$ cat src/rtl/ts_sync_pkg.sv
package ts_sync_pkg;
  typedef enum logic [1:0] {
    ST_HUNT   = 2'd0,
    ST_VERIFY = 2'd1,
    ST_LOCKED = 2'd2
  } sync_state_e;
endpackage

$ cat src/rtl/ts_sync_byte_former.sv
// Turns the selected input lane into a stream of candidate bytes.
// Serial lane: while the tracker wants to search, each bit yields a window;
// otherwise a byte is formed every BYTE_W valid bits.
module ts_sync_byte_former #(
  parameter int BYTE_W    = 8,
  parameter bit MSB_FIRST = 1'b1
) (
  input  logic              clk,
  input  logic              rst,
  input  logic              ser_mode,
  input  logic              hunt,
  input  logic              par_valid,
  input  logic [BYTE_W-1:0] par_byte,
  input  logic              ser_valid,
  input  logic              ser_bit,
  output logic              cand_valid,
  output logic [BYTE_W-1:0] cand_byte
);
  localparam int CNT_W = $clog2(BYTE_W);
  localparam logic [CNT_W-1:0] LAST_BIT = CNT_W'(BYTE_W - 1);

  logic [BYTE_W-1:0] win_q;
  logic [BYTE_W-1:0] win_d;
  logic [CNT_W-1:0]  bit_cnt_q;

  generate
    if (MSB_FIRST) begin : g_msb_first
      assign win_d = {win_q[BYTE_W-2:0], ser_bit};
    end else begin : g_lsb_first
      assign win_d = {ser_bit, win_q[BYTE_W-1:1]};
    end
  endgenerate

  always_ff @(posedge clk) begin
    if (rst) begin
      win_q      <= '0;
      bit_cnt_q  <= '0;
      cand_valid <= 1'b0;
      cand_byte  <= '0;
    end else begin
      cand_valid <= 1'b0;
      if (!ser_mode) begin
        if (par_valid) begin
          cand_valid <= 1'b1;
          cand_byte  <= par_byte;
        end
      end else if (ser_valid) begin
        win_q <= win_d;
        if (hunt || bit_cnt_q == LAST_BIT) begin
          cand_valid <= 1'b1;
          cand_byte  <= win_d;
          bit_cnt_q  <= '0;
        end else begin
          bit_cnt_q <= bit_cnt_q + 1'b1;
        end
      end
    end
  end
endmodule

$ cat src/rtl/ts_sync_fsm.sv
// Search / verify / locked tracker with separate acquire and release counts.
module ts_sync_fsm
  import ts_sync_pkg::*;
#(
  parameter int                PKT_LEN  = 188,
  parameter int                BYTE_W   = 8,
  parameter logic [BYTE_W-1:0] SYNC_VAL = 8'h47,
  parameter int                THR_W    = 4
) (
  input  logic              clk,
  input  logic              rst,
  input  logic              cand_valid,
  input  logic [BYTE_W-1:0] cand_byte,
  input  logic [THR_W-1:0]  lock_thr,
  input  logic [THR_W-1:0]  unlock_thr,
  output logic              hunt_next,
  output logic              out_valid,
  output logic [BYTE_W-1:0] out_byte,
  output logic              pkt_start,
  output logic              locked
);
  localparam int POS_W = $clog2(PKT_LEN);
  localparam logic [POS_W-1:0] POS_LAST = POS_W'(PKT_LEN - 1);

  sync_state_e      state_q, state_d;
  logic [POS_W-1:0] pos_q, pos_d, pos_inc;
  logic [THR_W-1:0] good_q, good_d, miss_q, miss_d;
  logic [THR_W-1:0] lock_lim, unlock_lim;
  logic [THR_W:0]   good_inc, miss_inc;
  logic             is_sync, at_slot, slot_hit, emit;

  assign lock_lim   = (lock_thr == '0)   ? THR_W'(1) : lock_thr;
  assign unlock_lim = (unlock_thr == '0) ? THR_W'(1) : unlock_thr;
  assign is_sync    = (cand_byte == SYNC_VAL);
  assign at_slot    = (pos_q == '0);
  assign pos_inc    = (pos_q == POS_LAST) ? '0 : pos_q + 1'b1;
  assign good_inc   = {1'b0, good_q} + 1'b1;
  assign miss_inc   = {1'b0, miss_q} + 1'b1;

  always_comb begin
    state_d  = state_q;
    pos_d    = pos_q;
    good_d   = good_q;
    miss_d   = miss_q;
    slot_hit = 1'b0;
    if (cand_valid) begin
      case (state_q)
        ST_HUNT: begin
          if (is_sync) begin
            slot_hit = 1'b1;
            pos_d    = POS_W'(1);
            good_d   = THR_W'(1);
            miss_d   = '0;
            state_d  = (lock_lim == THR_W'(1)) ? ST_LOCKED : ST_VERIFY;
          end
        end
        ST_VERIFY: begin
          pos_d = pos_inc;
          if (at_slot) begin
            if (is_sync) begin
              slot_hit = 1'b1;
              good_d   = good_inc[THR_W-1:0];
              if (good_inc >= {1'b0, lock_lim}) state_d = ST_LOCKED;
            end else begin
              state_d = ST_HUNT;
            end
          end
        end
        ST_LOCKED: begin
          pos_d = pos_inc;
          if (at_slot) begin
            if (is_sync) begin
              slot_hit = 1'b1;
              miss_d   = '0;
            end else begin
              miss_d = miss_inc[THR_W-1:0];
              if (miss_inc >= {1'b0, unlock_lim}) state_d = ST_HUNT;
            end
          end
        end
        default: state_d = ST_HUNT;
      endcase
    end
  end

  assign hunt_next = (state_d == ST_HUNT);
  assign emit      = cand_valid && (state_d == ST_LOCKED);

  always_ff @(posedge clk) begin
    if (rst) begin
      state_q   <= ST_HUNT;
      pos_q     <= '0;
      good_q    <= '0;
      miss_q    <= '0;
      out_valid <= 1'b0;
      out_byte  <= '0;
      pkt_start <= 1'b0;
      locked    <= 1'b0;
    end else begin
      state_q   <= state_d;
      pos_q     <= pos_d;
      good_q    <= good_d;
      miss_q    <= miss_d;
      out_valid <= emit;
      pkt_start <= emit && slot_hit;
      locked    <= (state_d == ST_LOCKED);
      if (emit) out_byte <= cand_byte;
    end
  end
endmodule

$ cat src/rtl/ts_sync_lock.sv
module ts_sync_lock #(
  parameter int                PKT_LEN   = 188,
  parameter int                BYTE_W    = 8,
  parameter logic [BYTE_W-1:0] SYNC_VAL  = 8'h47,
  parameter int                THR_W     = 4,
  parameter bit                MSB_FIRST = 1'b1
) (
  input  logic              clk,
  input  logic              rst,
  input  logic              ser_mode,
  input  logic [THR_W-1:0]  lock_thr,
  input  logic [THR_W-1:0]  unlock_thr,
  input  logic              par_valid,
  input  logic [BYTE_W-1:0] par_byte,
  input  logic              ser_valid,
  input  logic              ser_bit,
  output logic              out_valid,
  output logic [BYTE_W-1:0] out_byte,
  output logic              pkt_start,
  output logic              locked
);
  logic              cand_valid;
  logic [BYTE_W-1:0] cand_byte;
  logic              hunt_next;

  ts_sync_byte_former #(
    .BYTE_W   (BYTE_W),
    .MSB_FIRST(MSB_FIRST)
  ) u_former (
    .clk       (clk),
    .rst       (rst),
    .ser_mode  (ser_mode),
    .hunt      (hunt_next),
    .par_valid (par_valid),
    .par_byte  (par_byte),
    .ser_valid (ser_valid),
    .ser_bit   (ser_bit),
    .cand_valid(cand_valid),
    .cand_byte (cand_byte)
  );

  ts_sync_fsm #(
    .PKT_LEN (PKT_LEN),
    .BYTE_W  (BYTE_W),
    .SYNC_VAL(SYNC_VAL),
    .THR_W   (THR_W)
  ) u_fsm (
    .clk       (clk),
    .rst       (rst),
    .cand_valid(cand_valid),
    .cand_byte (cand_byte),
    .lock_thr  (lock_thr),
    .unlock_thr(unlock_thr),
    .hunt_next (hunt_next),
    .out_valid (out_valid),
    .out_byte  (out_byte),
    .pkt_start (pkt_start),
    .locked    (locked)
  );
endmodule

$ cat config.mk
export PLATFORM = sky130hd
export DESIGN_NAME = ts_sync_lock
export DESIGN_NICKNAME = d
export VERILOG_FILES = /design/src/rtl/ts_sync_pkg.sv /design/src/rtl/ts_sync_byte_former.sv /design/src/rtl/ts_sync_fsm.sv /design/src/rtl/ts_sync_lock.sv
export SDC_FILE = /design/constraint.sdc
export NUM_CORES = 1
export LEC_CHECK = 0
export ABC_AREA = 1
export BUFFER_PORTS_ARGS = -buffer_cell sky130_fd_sc_hd__buf_2
export CAP_MARGIN = 0
export CORE_MARGIN = 8
export CORE_UTILIZATION = 40
export DETAILED_ROUTE_END_ITERATION = 10
export SKIP_CTS_REPAIR_TIMING = 1
export SLEW_MARGIN = 25
export SYNTH_ARGS = -nofsm -noshare
export SYNTH_HDL_FRONTEND = slang
export SYNTH_HIERARCHICAL = 1
export SYNTH_SLANG_ARGS = --single-unit
export TNS_END_PERCENT = 50
$ cat constraint.sdc
create_clock -name clk -period 2.45 [get_ports clk]
set_input_delay 0.1225 -clock clk [delete_from_list [all_inputs] [get_ports clk]]
set_output_delay 0.1225 -clock clk [all_outputs]
set_load 0.1 [all_outputs]
### Word-level counts from Yosys, hierarchy flattened

Cells that the tools add are included.

| word-level totals | value |
|---|---|
| flip-flop bits (word level) | 48 |
| bits in latches | 0 |
| bits in writable memories | 0 |
| ROM bits | 0 |
| bits of input ports | 22 |
| output and inout bits | 11 |
| word-level logic and storage cells | 85 |
| memories kept | 0 |

| cells by class | value |
|---|---|
| add/sub/neg operators | 4 |
| $mul | 0 |
| div/mod/pow operators | 0 |
| $lt $le $gt $ge | 2 |
| eq/ne operators | 13 |
| shift operators | 0 |
| multiplexer cells | 36 |
| bitwise operators | 0 |
| reductions and logical operators | 18 |

Operators with widths:

| kind | number |
|---|---|
| $mux W8 | 6 |
| $mux W4 | 8 |
| $mux W2 | 9 |
| $pmux W4 S2 | 2 |
| $pmux W8 S2 | 1 |
| $ne A2 B1 Y1 const B | 6 |
| $add A4 B1 Y5 const B | 2 |
| $ge A5 B4 Y1 | 2 |
| $add A8 B1 Y8 const B | 1 |
| $eq A8 B7 Y1 const B | 1 |
| $eq A8 B8 Y1 const B | 1 |
| $logic_not A4 Y1 | 2 |
| $logic_not A8 Y1 | 1 |
| $reduce_bool A2 Y1 | 4 |
| $mux W1 | 7 |
| $pmux W2 S3 | 1 |
| $reduce_and A3 Y1 | 2 |
| $reduce_and A5 Y1 | 1 |
| $eq A2 B2 Y1 const B | 2 |
| $eq A4 B1 Y1 const B | 1 |
| $logic_not A2 Y1 | 2 |
| $reduce_and A4 Y1 | 1 |
| $add A3 B1 Y3 const B | 1 |
| $eq A3 B3 Y1 const B | 1 |
| other kinds (7) | 8 |

### Depth between registers and ports, before layout

Gate-level depths: netlist (run 1).

| logic depth | value |
|---|---|
| depth after elaboration | 13 |
| depth in mapped cells | 23 |
| mapped depth without buffers | 22 |

### Cells and area by module

The synthesis (run 1) kept the hierarchy.

By module, submodules not included:

| module | times used | cells an instance | area an instance (um^2) | sequential area each (um^2) |
|---|---|---|---|---|
| ts_sync_fsm | 1 | 288 | 1,945.6 | 580.6 |
| ts_sync_byte_former | 1 | 132 | 929.6 | 380.4 |

### Worst setup path after synthesis (run 1)

Ideal clock, no wire load.

| timing path | value |
|---|---|
| kind | flip-flop to flip-flop |
| start point | register u_fsm.miss_q[0] |
| end point | register u_former.cand_byte[5] |
| setup time | 0.115 ns |
| arrival time | 2.419 ns |
| required time | 2.335 ns |
| setup slack | -0.084 ns |
| cell stages (with the launch flop) | 20 |
| buffers on the path | 1 |
| clock period less this slack | 2.534 ns |
| cell sequence | dfxtp_1 > ha_1 > xor2_1 > ha_1 > nand2_1 > nand2_1 > nand3_1 > nand4_1 > nand2_1 > nand3_1 > a21oi_4 > o21bai_1 > nor2_1 > inv_1 > nand2_1 > nand2_4 > buf_6 > nand3_2 > nand2_1 > nor2_1 |

| on the way | value |
|---|---|
| cells in the longest elaborated chain, start to end | 11 |

RTL lines:

| element | RTL line | RTL |
|---|---|---|
| start: declaration | ts_sync_fsm.sv:27 | `logic [THR_W-1:0] good_q, good_d, miss_q, miss_d;` |
| start signal: assignment | ts_sync_fsm.sv:103 | `miss_q <= miss_d;` |
| $add A4 B1 Y5 | ts_sync_fsm.sv:38 | `assign miss_inc = {1'b0, miss_q} + 1'b1;` |
| $ge A5 B4 Y1 | ts_sync_fsm.sv:77 | `if (miss_inc >= {1'b0, unlock_lim}) state_d = ST_HUNT;` |
| $mux W2 | ts_sync_fsm.sv:77 |  |
| $mux W2 | ts_sync_fsm.sv:72 | `if (is_sync) begin` |
| $mux W2 | ts_sync_fsm.sv:71 | `if (at_slot) begin` |
| $pmux W2 S3 | ts_sync_fsm.sv:47 | `case (state_q)` |
| $mux W2 | ts_sync_fsm.sv:46 | `if (cand_valid) begin` |
| $logic_not A2 Y1 | ts_sync_fsm.sv:86 | `assign hunt_next = (state_d == ST_HUNT);` |
| named net hunt_next | ts_sync_lock.sv:24 | `logic hunt_next;` |
| $logic_or A1 B1 Y1 | ts_sync_byte_former.sv:49 | `if (hunt \|\| bit_cnt_q == LAST_BIT) begin` |
| $ne A2 B1 Y1 (no source line) | -- |  |
| $reduce_and A3 Y1 (no source line) | -- |  |
| end signal: assignment | ts_sync_byte_former.sv:45 | `cand_byte <= par_byte;` |
| end signal: assignment | ts_sync_byte_former.sv:51 | `cand_byte <= win_d;` |
| end: declaration | ts_sync_byte_former.sv:17 | `output logic [BYTE_W-1:0] cand_byte` |

The timed path passes the listed nets, and every way through them passes these cells.
A chain may end at the register's enable or synchronous reset.

### Final worst setup path (run 1)

| timing path | value |
|---|---|
| start point | register u_fsm.good_q[0] |
| end point | register u_former.cand_byte[6] |

| on the way | value |
|---|---|
| cells in the longest elaborated chain, start to end | 11 |

RTL lines:

| element | RTL line | RTL |
|---|---|---|
| start: declaration | ts_sync_fsm.sv:27 |  |
| start signal: assignment | ts_sync_fsm.sv:102 | `good_q <= good_d;` |
| $add A4 B1 Y5 | ts_sync_fsm.sv:37 | `assign good_inc = {1'b0, good_q} + 1'b1;` |
| $ge A5 B4 Y1 | ts_sync_fsm.sv:63 | `if (good_inc >= {1'b0, lock_lim}) state_d = ST_LOCKED;` |
| $mux W2 | ts_sync_fsm.sv:63 |  |
| $mux W2 | ts_sync_fsm.sv:60 | `if (is_sync) begin` |
| $mux W2 | ts_sync_fsm.sv:59 | `if (at_slot) begin` |
| $pmux W2 S3 | ts_sync_fsm.sv:47 |  |
| $mux W2 | ts_sync_fsm.sv:46 |  |
| $logic_not A2 Y1 | ts_sync_fsm.sv:86 |  |
| named net hunt_next | ts_sync_lock.sv:24 |  |
| $logic_or A1 B1 Y1 | ts_sync_byte_former.sv:49 |  |
| $ne A2 B1 Y1 (no source line) | -- |  |
| $reduce_and A3 Y1 (no source line) | -- |  |

The timed path passes the listed nets, and every way through them passes these cells.

==> results of run 1 <==
-- registers in the layout, indices dropped and copies added (netlist names) --
signal,cells
u_fsm/state_q,2
u_fsm/good_q,4
u_fsm/locked,1
u_former/bit_cnt_q,3
u_fsm/out_valid,1
u_fsm/pos_q,8
u_former/cand_byte,8
u_fsm/miss_q,4
u_former/win_q,7
u_fsm/pkt_start,1
u_fsm/out_byte,8
u_former/cand_valid,1
-- kinds of logic after synthesis --
family / count (synthesis)
buf+inv: 85
compound gates: 52
flops: 48
fa+ha+maj: 18
simple gates: 212
xor+xnor: 5
-- stage by stage --
| step | utilization (%) | hold WS, ns | total power (µW) | std cells |
|---|---|---|---|---|
| 6_report | 49.0 | 0.0957 | 1470 | 566 |
| 5_1_grt | 49.0 | 0.167 | 1560 | 566 |
| 4_1_cts | 46.4 | 0.0876 | 1480 | 561 |
| 3_5_place_dp | 45.1 | 0.410 | 983 | 553 |
| 3_3_place_gp | 45.1 | 0.406 | 980 | 553 |
| 2_1_floorplan | - | 0.192 | 945 | 420 |
-- worst max-delay path, delay by kind of cell, from the launching register on --
kind,cells,cell delay (ns)
buffers and inverters,1,0.07
flip-flops,1,0.38
AND/OR/NAND/NOR,9,0.74
adder cells (fa/ha/maj),2,0.48
AO/OA/AOI/OAI,5,0.62
XOR/XNOR,1,0.14
-- per-layer routing --
metal / GRT usage [%] / vias to the layer above / routed length, µm
li1: - / 1420 / -
met1: 15.5 / 1156 / 3030
met2: 20.9 / 40 / 2910
met3: 2.69 / 10 / 216
met4: 5.00 / 0 / 113
met5: 0 / - / 0
-- worst min path at each step --
stage / from / endpoint / slack, ns / depth (start not counted)
floorplan: rst / u_former/bit_cnt_q[1]$_SDFFE_PP0P_ / 0.19 / 1
global placement: ser_bit / u_former/win_q[0]$_SDFFE_PP0P_ / 0.41 / 3
detailed placement: ser_bit / u_former/win_q[0]$_SDFFE_PP0P_ / 0.41 / 3
CTS: ser_bit / u_former/win_q[0]$_SDFFE_PP0P_ / 0.09 / 3
global route: ser_bit / u_former/win_q[0]$_SDFFE_PP0P_ / 0.17 / 3
finish: ser_bit / u_former/win_q[0]$_SDFFE_PP0P_ / 0.1 / 3
-- Yosys cell counts, types with 2 or more instances --
cell,number
sky130_fd_sc_hd__a21oi_1,23
sky130_fd_sc_hd__a21oi_2,2
sky130_fd_sc_hd__a21oi_4,2
sky130_fd_sc_hd__buf_6,3
sky130_fd_sc_hd__clkbuf_1,2
sky130_fd_sc_hd__dfxtp_1,48
sky130_fd_sc_hd__ha_1,18
sky130_fd_sc_hd__inv_1,72
sky130_fd_sc_hd__inv_2,5
sky130_fd_sc_hd__nand2_1,97
sky130_fd_sc_hd__nand2_2,2
sky130_fd_sc_hd__nand2_4,3
sky130_fd_sc_hd__nand3_1,24
sky130_fd_sc_hd__nand4_1,14
sky130_fd_sc_hd__nor2_1,55
sky130_fd_sc_hd__nor3_1,7
sky130_fd_sc_hd__nor3_4,2
sky130_fd_sc_hd__nor4_1,2
sky130_fd_sc_hd__o211a_1,2
sky130_fd_sc_hd__o21ai_0,17
sky130_fd_sc_hd__xor2_1,4
-- cell type report --
| class | count | share of cell area, % |
|---|---|---|
| Clock buffer | 8 | 2.59 |
| Inverter | 78 | 8.57 |
| Multi-Input combinational cell | 289 | 50.1 |
| Sequential cell | 48 | 28.0 |
| Tap cell | 99 | 3.56 |
| Timing Repair Buffer | 44 | 7.20 |
-- power breakdown --
group	switching (µW)	internal [µW]	total (µW)	leakage, µW
Clock	266	231	497	0.0000455
Sequential	19.9	797	817	0.000393
Combinational	101	59.6	160	0.00125
==> run metrics, run 1 <==
top area cells in the synthesized netlist sky130_fd_sc_hd__dfxtp_1, sky130_fd_sc_hd__nand2_1, sky130_fd_sc_hd__inv_1; input/output buffers 32; worst vdd rail ir drop 272 µV; sequential-to-total area share from yosys stat 33.4%; Fillers 738; Final Skew 0.00538 ns; setup TNS -0.775 ns; global-route usage over all layers 12.6%; weighted congestion reported at the end of routability-driven placement 0.842; first-pass GRT wire length 10.6 mm; area of the multi-input gates 1740 µm²; Synth Area in Compound Gates 10.9%; area after detailed placement 3200 µm²; largest buffer count on any clock path 2; main combinational cell family by area after synthesis simple AND/OR/NAND/NOR gates; final wirelength 6.27 mm; start of the worst register-to-register path u_fsm/good_q[0]$_SDFFE_PP0P_; TritonCTS Sinks 48; row count 31; count of TritonRoute iterations in the first routing pass 4; commonest cells after routing, fill and taps aside sky130_fd_sc_hd__nand2_1, sky130_fd_sc_hd__inv_1, sky130_fd_sc_hd__nor2_1; cell taking the most area after synthesis sky130_fd_sc_hd__dfxtp_1; count of endpoints failing setup in the final report 11; end point of the critical path u_former/cand_byte[6]$_SDFFE_PP0P_; proportion of layout cells with a drive suffix above 1 22.5%; pin count of the biggest net entering global routing 18; Slew Limit Headroom 67.3%; Worst setup startpoint u_fsm/good_q[0]$_SDFFE_PP0P_; Avg Inst Size Synth 6.85 µm²; kind of critical path reg2reg; fin crit period 2.54 ns; share of the synthesized area in the top cell type 33.4%; Post-Synth XOR/XNOR Area 1.52%; violations in the final reports setup timing; total DRC errors in the routed layout 0; remaining antenna violation count 0; clock latency on the worst-skew pair 0.31 ns; worst reg-to-reg path cell count 18; cell area power density 424 nW/µm²; EDFF count, synth 0; Initial Util 40.5%; commonest non-fill, non-tap cell in the layout sky130_fd_sc_hd__nand2_1; antenna violations before repair 0; fin worst setup slack -0.0912 ns; Post-Syn Instances 420; cell with the most instances on the worst path sky130_fd_sc_hd__nand2_1; final clock period utilization by the worst path 104%; area enclosed by the die boundary 10200 µm²; startpoint type of the worst setup path flip-flop; proportion of synthesized flip-flops having asynchronous set or reset 0%; reg-to-reg endpoint u_former/cand_byte[6]$_SDFFE_PP0P_; maximum clock frequency 394 MHz; core footprint 7100 µm²; CTS Buf Count 5; leakage power figure 0.00169 µW; flip-flop cell with the highest count after synthesis sky130_fd_sc_hd__dfxtp_1; Min-Delay Path Class in2reg; root buf cell sky130_fd_sc_hd__clkbuf_8; register bit count reported by yosys 48; TritonCTS clock tree yes; total number of vias 2626; WL per Instance 11.1 µm; worst setup slack after placement -0.113 ns; final-stage net count 506; Detailed Route Iter0 Violations 171; worst reg-to-reg setup slack -0.09 ns; run status finished with violations; Non-Filler Cell Area, Final 3480 µm²; DR vias/cell 4.64; Syn-to-layout area delta 20.9%; Req. time, crit path 2.65 ns; unrepaired setup endpoints after global routing yes; number of failing hold endpoints at the final stage 0; maximum fanout along the worst path 8; Mapped Nets 460; Syn Std Cell Area 2880 µm²; height of the chip 101 µm; CTS H-tree depth 2; I/O pin count 33; global route total overflow 0; stage delay of the slowest cell on the critical path 0.38 ns; standard cell with the maximum stage delay on the critical path sky130_fd_sc_hd__dfxtp_4; share of synthesized cell area in full adder, half adder and majority cells 7.83%; via count of the first global-routing pass 2527; die width 101 µm; Clock transition at path regs 0.09 ns; count of unique library cells instantiated by Yosys 37; max-cap violation count 0; count of pins over their slew limit 0; fraction of synthesized area in multiplexers 0%; Worst-Margin Slew 0.494 ns; warnings from Yosys 6; critical path, cell by cell ha_4 > xor2_2 > ha_1 > nand2_1 > a21oi_2 > nor2_1 > nand2_1 > nand2_1 > nand2_1 > a21oi_2 > a21oi_4 > o21bai_4 > nor2_2 > inv_2 > nand2_8 > nand2_8 > a21oi_1 > nor2_1; Final HPWL DP 4.63 mm; # diodes 0; CP arrival 2.75 ns; Synth Area in Simple Gates 34.0%; register cell area after layout 973 µm²; CP endpoint kind flip-flop
(Power assumes the default switching activity.)
==> run 2: changes to the inputs <==
--- a/config.mk
+++ b/config.mk
@@ -11,6 +11,7 @@
 export CORE_MARGIN = 8
 export CORE_UTILIZATION = 40
 export DETAILED_ROUTE_END_ITERATION = 10
+export RECOVER_POWER = 25
 export SKIP_CTS_REPAIR_TIMING = 1
 export SLEW_MARGIN = 25
 export SYNTH_ARGS = -nofsm -noshare
==> run 2 against run 1 <==
The flow still finishes with violations (setup timing). Worst hold slack gained 0.0073 ns. First-iteration DRC count is the same. Sequential cell count is the same. Highest routed layer unchanged.
==> run metrics, run 2 (synthesis gave the netlist of run 1 again) <==
CP endpoint kind flip-flop; Final HPWL DP 4.63 mm (unchanged); cell with the most instances on the worst path sky130_fd_sc_hd__nand2_1; fin worst setup slack -0.0901 ns (+0.00113 ns); commonest cells after routing, fill and taps aside sky130_fd_sc_hd__nand2_1, sky130_fd_sc_hd__inv_1, sky130_fd_sc_hd__nor2_1; register cell area after layout 973 µm² (unchanged); maximum clock frequency 394 MHz (about the same); Slew Limit Headroom 21.3% (-46 points); leakage power figure 0.00168 µW (-0.52%); Min-Delay Path Class in2reg; start of the worst register-to-register path u_fsm/good_q[0]$_SDFFE_PP0P_; commonest non-fill, non-tap cell in the layout sky130_fd_sc_hd__nand2_1; CTS H-tree depth 2 (unchanged); TritonCTS clock tree yes; input/output buffers 32 (unchanged); logic depth of the worst setup path including buffers 18 (unchanged); largest buffer count on any clock path 2 (unchanged); # diodes 0 (unchanged); Final Non-Filler Cells 566 (unchanged); capture endpoint of the worst hold path u_former/win_q[0]$_SDFFE_PP0P_; via count of the first global-routing pass 2527 (unchanged); count of TritonRoute iterations in the first routing pass 4 (unchanged); Clock transition at path regs 0.09 ns (about the same); maximum fanout along the worst path 8 (unchanged); core footprint 7100 µm² (unchanged); Buf+Inv Stages, Crit Path 1 (unchanged); beginning of the worst hold path ser_bit; count of pins over their slew limit 0 (unchanged); kind of critical path reg2reg; critical path, cell by cell ha_4 > xor2_2 > ha_1 > nand2_1 > a21oi_2 > nor2_1 > nand2_1 > nand2_1 > nand2_1 > a21oi_2 > a21oi_4 > o21bai_4 > nor2_2 > inv_2 > nand2_8 > nand2_8 > a21oi_1 > nor2_1; placed cell count 553 (unchanged); area of the multi-input gates 1740 µm² (unchanged); Syn-to-layout area delta 20.8% (about the same); Worst-Margin Slew 1.19 ns (+0.692 ns); kind of cell adding the most delay to the critical path simple AND/OR/NAND/NOR gates; stage delay of the slowest cell on the critical path 0.38 ns (about the same); area enclosed by the die boundary 10200 µm² (unchanged); worst reg-to-reg setup slack -0.09 ns (about the same); worst reg-to-reg path cell count 18 (unchanged); Fillers 738 (unchanged); violations in the final reports setup timing; unrepaired setup endpoints after global routing yes; Req. time, crit path 2.65 ns (about the same); cell area power density 424 nW/µm² (about the same); global route total overflow 0 (unchanged); startpoint type of the worst setup path flip-flop; worst vdd rail ir drop 272 µV (about the same); reg-to-reg endpoint u_former/cand_byte[6]$_SDFFE_PP0P_; final wirelength 6.26 mm (about the same); final design utilization 48.9% (about the same); row count 31 (unchanged); max-cap violation count 0 (unchanged); standard cell with the maximum stage delay on the critical path sky130_fd_sc_hd__dfxtp_4; Final Skew 0.00537 ns (-0.0000102 ns); clock latency on the worst-skew pair 0.31 ns (about the same); CP arrival 2.74 ns (about the same); final clock period utilization by the worst path 104% (about the same); height of the chip 101 µm (unchanged); pin count of the biggest net entering global routing 18 (unchanged); DR vias/cell 4.63 (-0.11%); CTS Buf Count 5 (unchanged); WL per Instance 11.1 µm (about the same); total number of vias 2623 (-0.11%); Worst Hold Path Cells 3 (unchanged); die width 101 µm (unchanged); root buf cell sky130_fd_sc_hd__clkbuf_8; first-pass GRT wire length 10.6 mm (unchanged); total DRC errors in the routed layout 0 (unchanged); I/O pin count 33 (unchanged); fin crit period 2.54 ns (-0.00113 ns); Initial Util 40.5% (unchanged); final-stage net count 506 (unchanged); weighted congestion reported at the end of routability-driven placement 0.842 (unchanged); global-route usage over all layers 12.6% (unchanged); number of failing hold endpoints at the final stage 0 (unchanged); proportion of layout cells with a drive suffix above 1 22.1% (-0.43 points); TritonCTS Sinks 48 (unchanged); remaining antenna violation count 0 (unchanged); biggest regs u_former/cand_byte x8, u_fsm/out_byte x8, u_fsm/pos_q x8; antenna violations before repair 0 (unchanged); Detailed Route Iter0 Violations 171 (unchanged); run status finished with violations; count of endpoints failing setup in the final report 11 (unchanged)
[run 2: where the power goes]
group,internal (µW),switching (µW)
registers,797,19.9
logic,59.6,101
clock network,231,266
[run 2: worst max path at each step]
stage                                      start                                  to
global placement    u_fsm/good_q[0]$_SDFFE_PP0P_  u_former/cand_byte[2]$_SDFFE_PP0P_
floorplan           u_fsm/miss_q[0]$_SDFFE_PP0P_  u_former/cand_byte[5]$_SDFFE_PP0P_
finish              u_fsm/good_q[0]$_SDFFE_PP0P_  u_former/cand_byte[6]$_SDFFE_PP0P_
detailed placement  u_fsm/good_q[0]$_SDFFE_PP0P_  u_former/cand_byte[2]$_SDFFE_PP0P_
CTS                 u_fsm/good_q[0]$_SDFFE_PP0P_  u_former/cand_byte[2]$_SDFFE_PP0P_
global route        u_fsm/good_q[0]$_SDFFE_PP0P_  u_former/cand_byte[3]$_SDFFE_PP0P_
[run 2: layout make-up]
| class | instances | share of cell area [%] |
|---|---|---|
| clock buffer | 8 | 2.59 |
| inverter | 78 | 8.57 |
| multi-input combinational | 289 | 50.1 |
| sequential | 48 | 28.0 |
| tap | 99 | 3.57 |
| timing repair buffer | 44 | 7.13 |
[run 2: worst min-delay path: cells and delay by family]
kind	cells	cell delay (ns)
buffers and inverters	1	0.09
and+or+nand+nor	1	0.08
AOI/OAI and AO/OA	1	0.08
[run 2: per-layer routing]
metal,track usage (%),vias to the layer above,routed length [µm]
met3,2.69,10,214
met5,0,-,0
li1,-,1420,-
met4,5.00,0,113
met1,15.5,1153,3030
met2,20.9,40,2900
[run 2: through the flow]
| step | total power (µW) | hold WS (ns) | instance area, µm² | setup WS (ns) | setup TNS (ns) |
|---|---|---|---|---|---|
| after floorplan | 945 | 0.192 | 2910 | 0.0108 | 0 |
| after global routing | 1560 | 0.167 | 3470 | -0.271 | -3.22 |
| after global placement | 980 | 0.406 | 3200 | -0.0666 | -0.424 |
| after detailed placement | 983 | 0.410 | 3200 | -0.113 | -0.836 |
| after CTS | 1480 | 0.0876 | 3290 | -0.142 | -1.11 |
| final | 1470 | 0.103 | 3470 | -0.0901 | -0.767 |
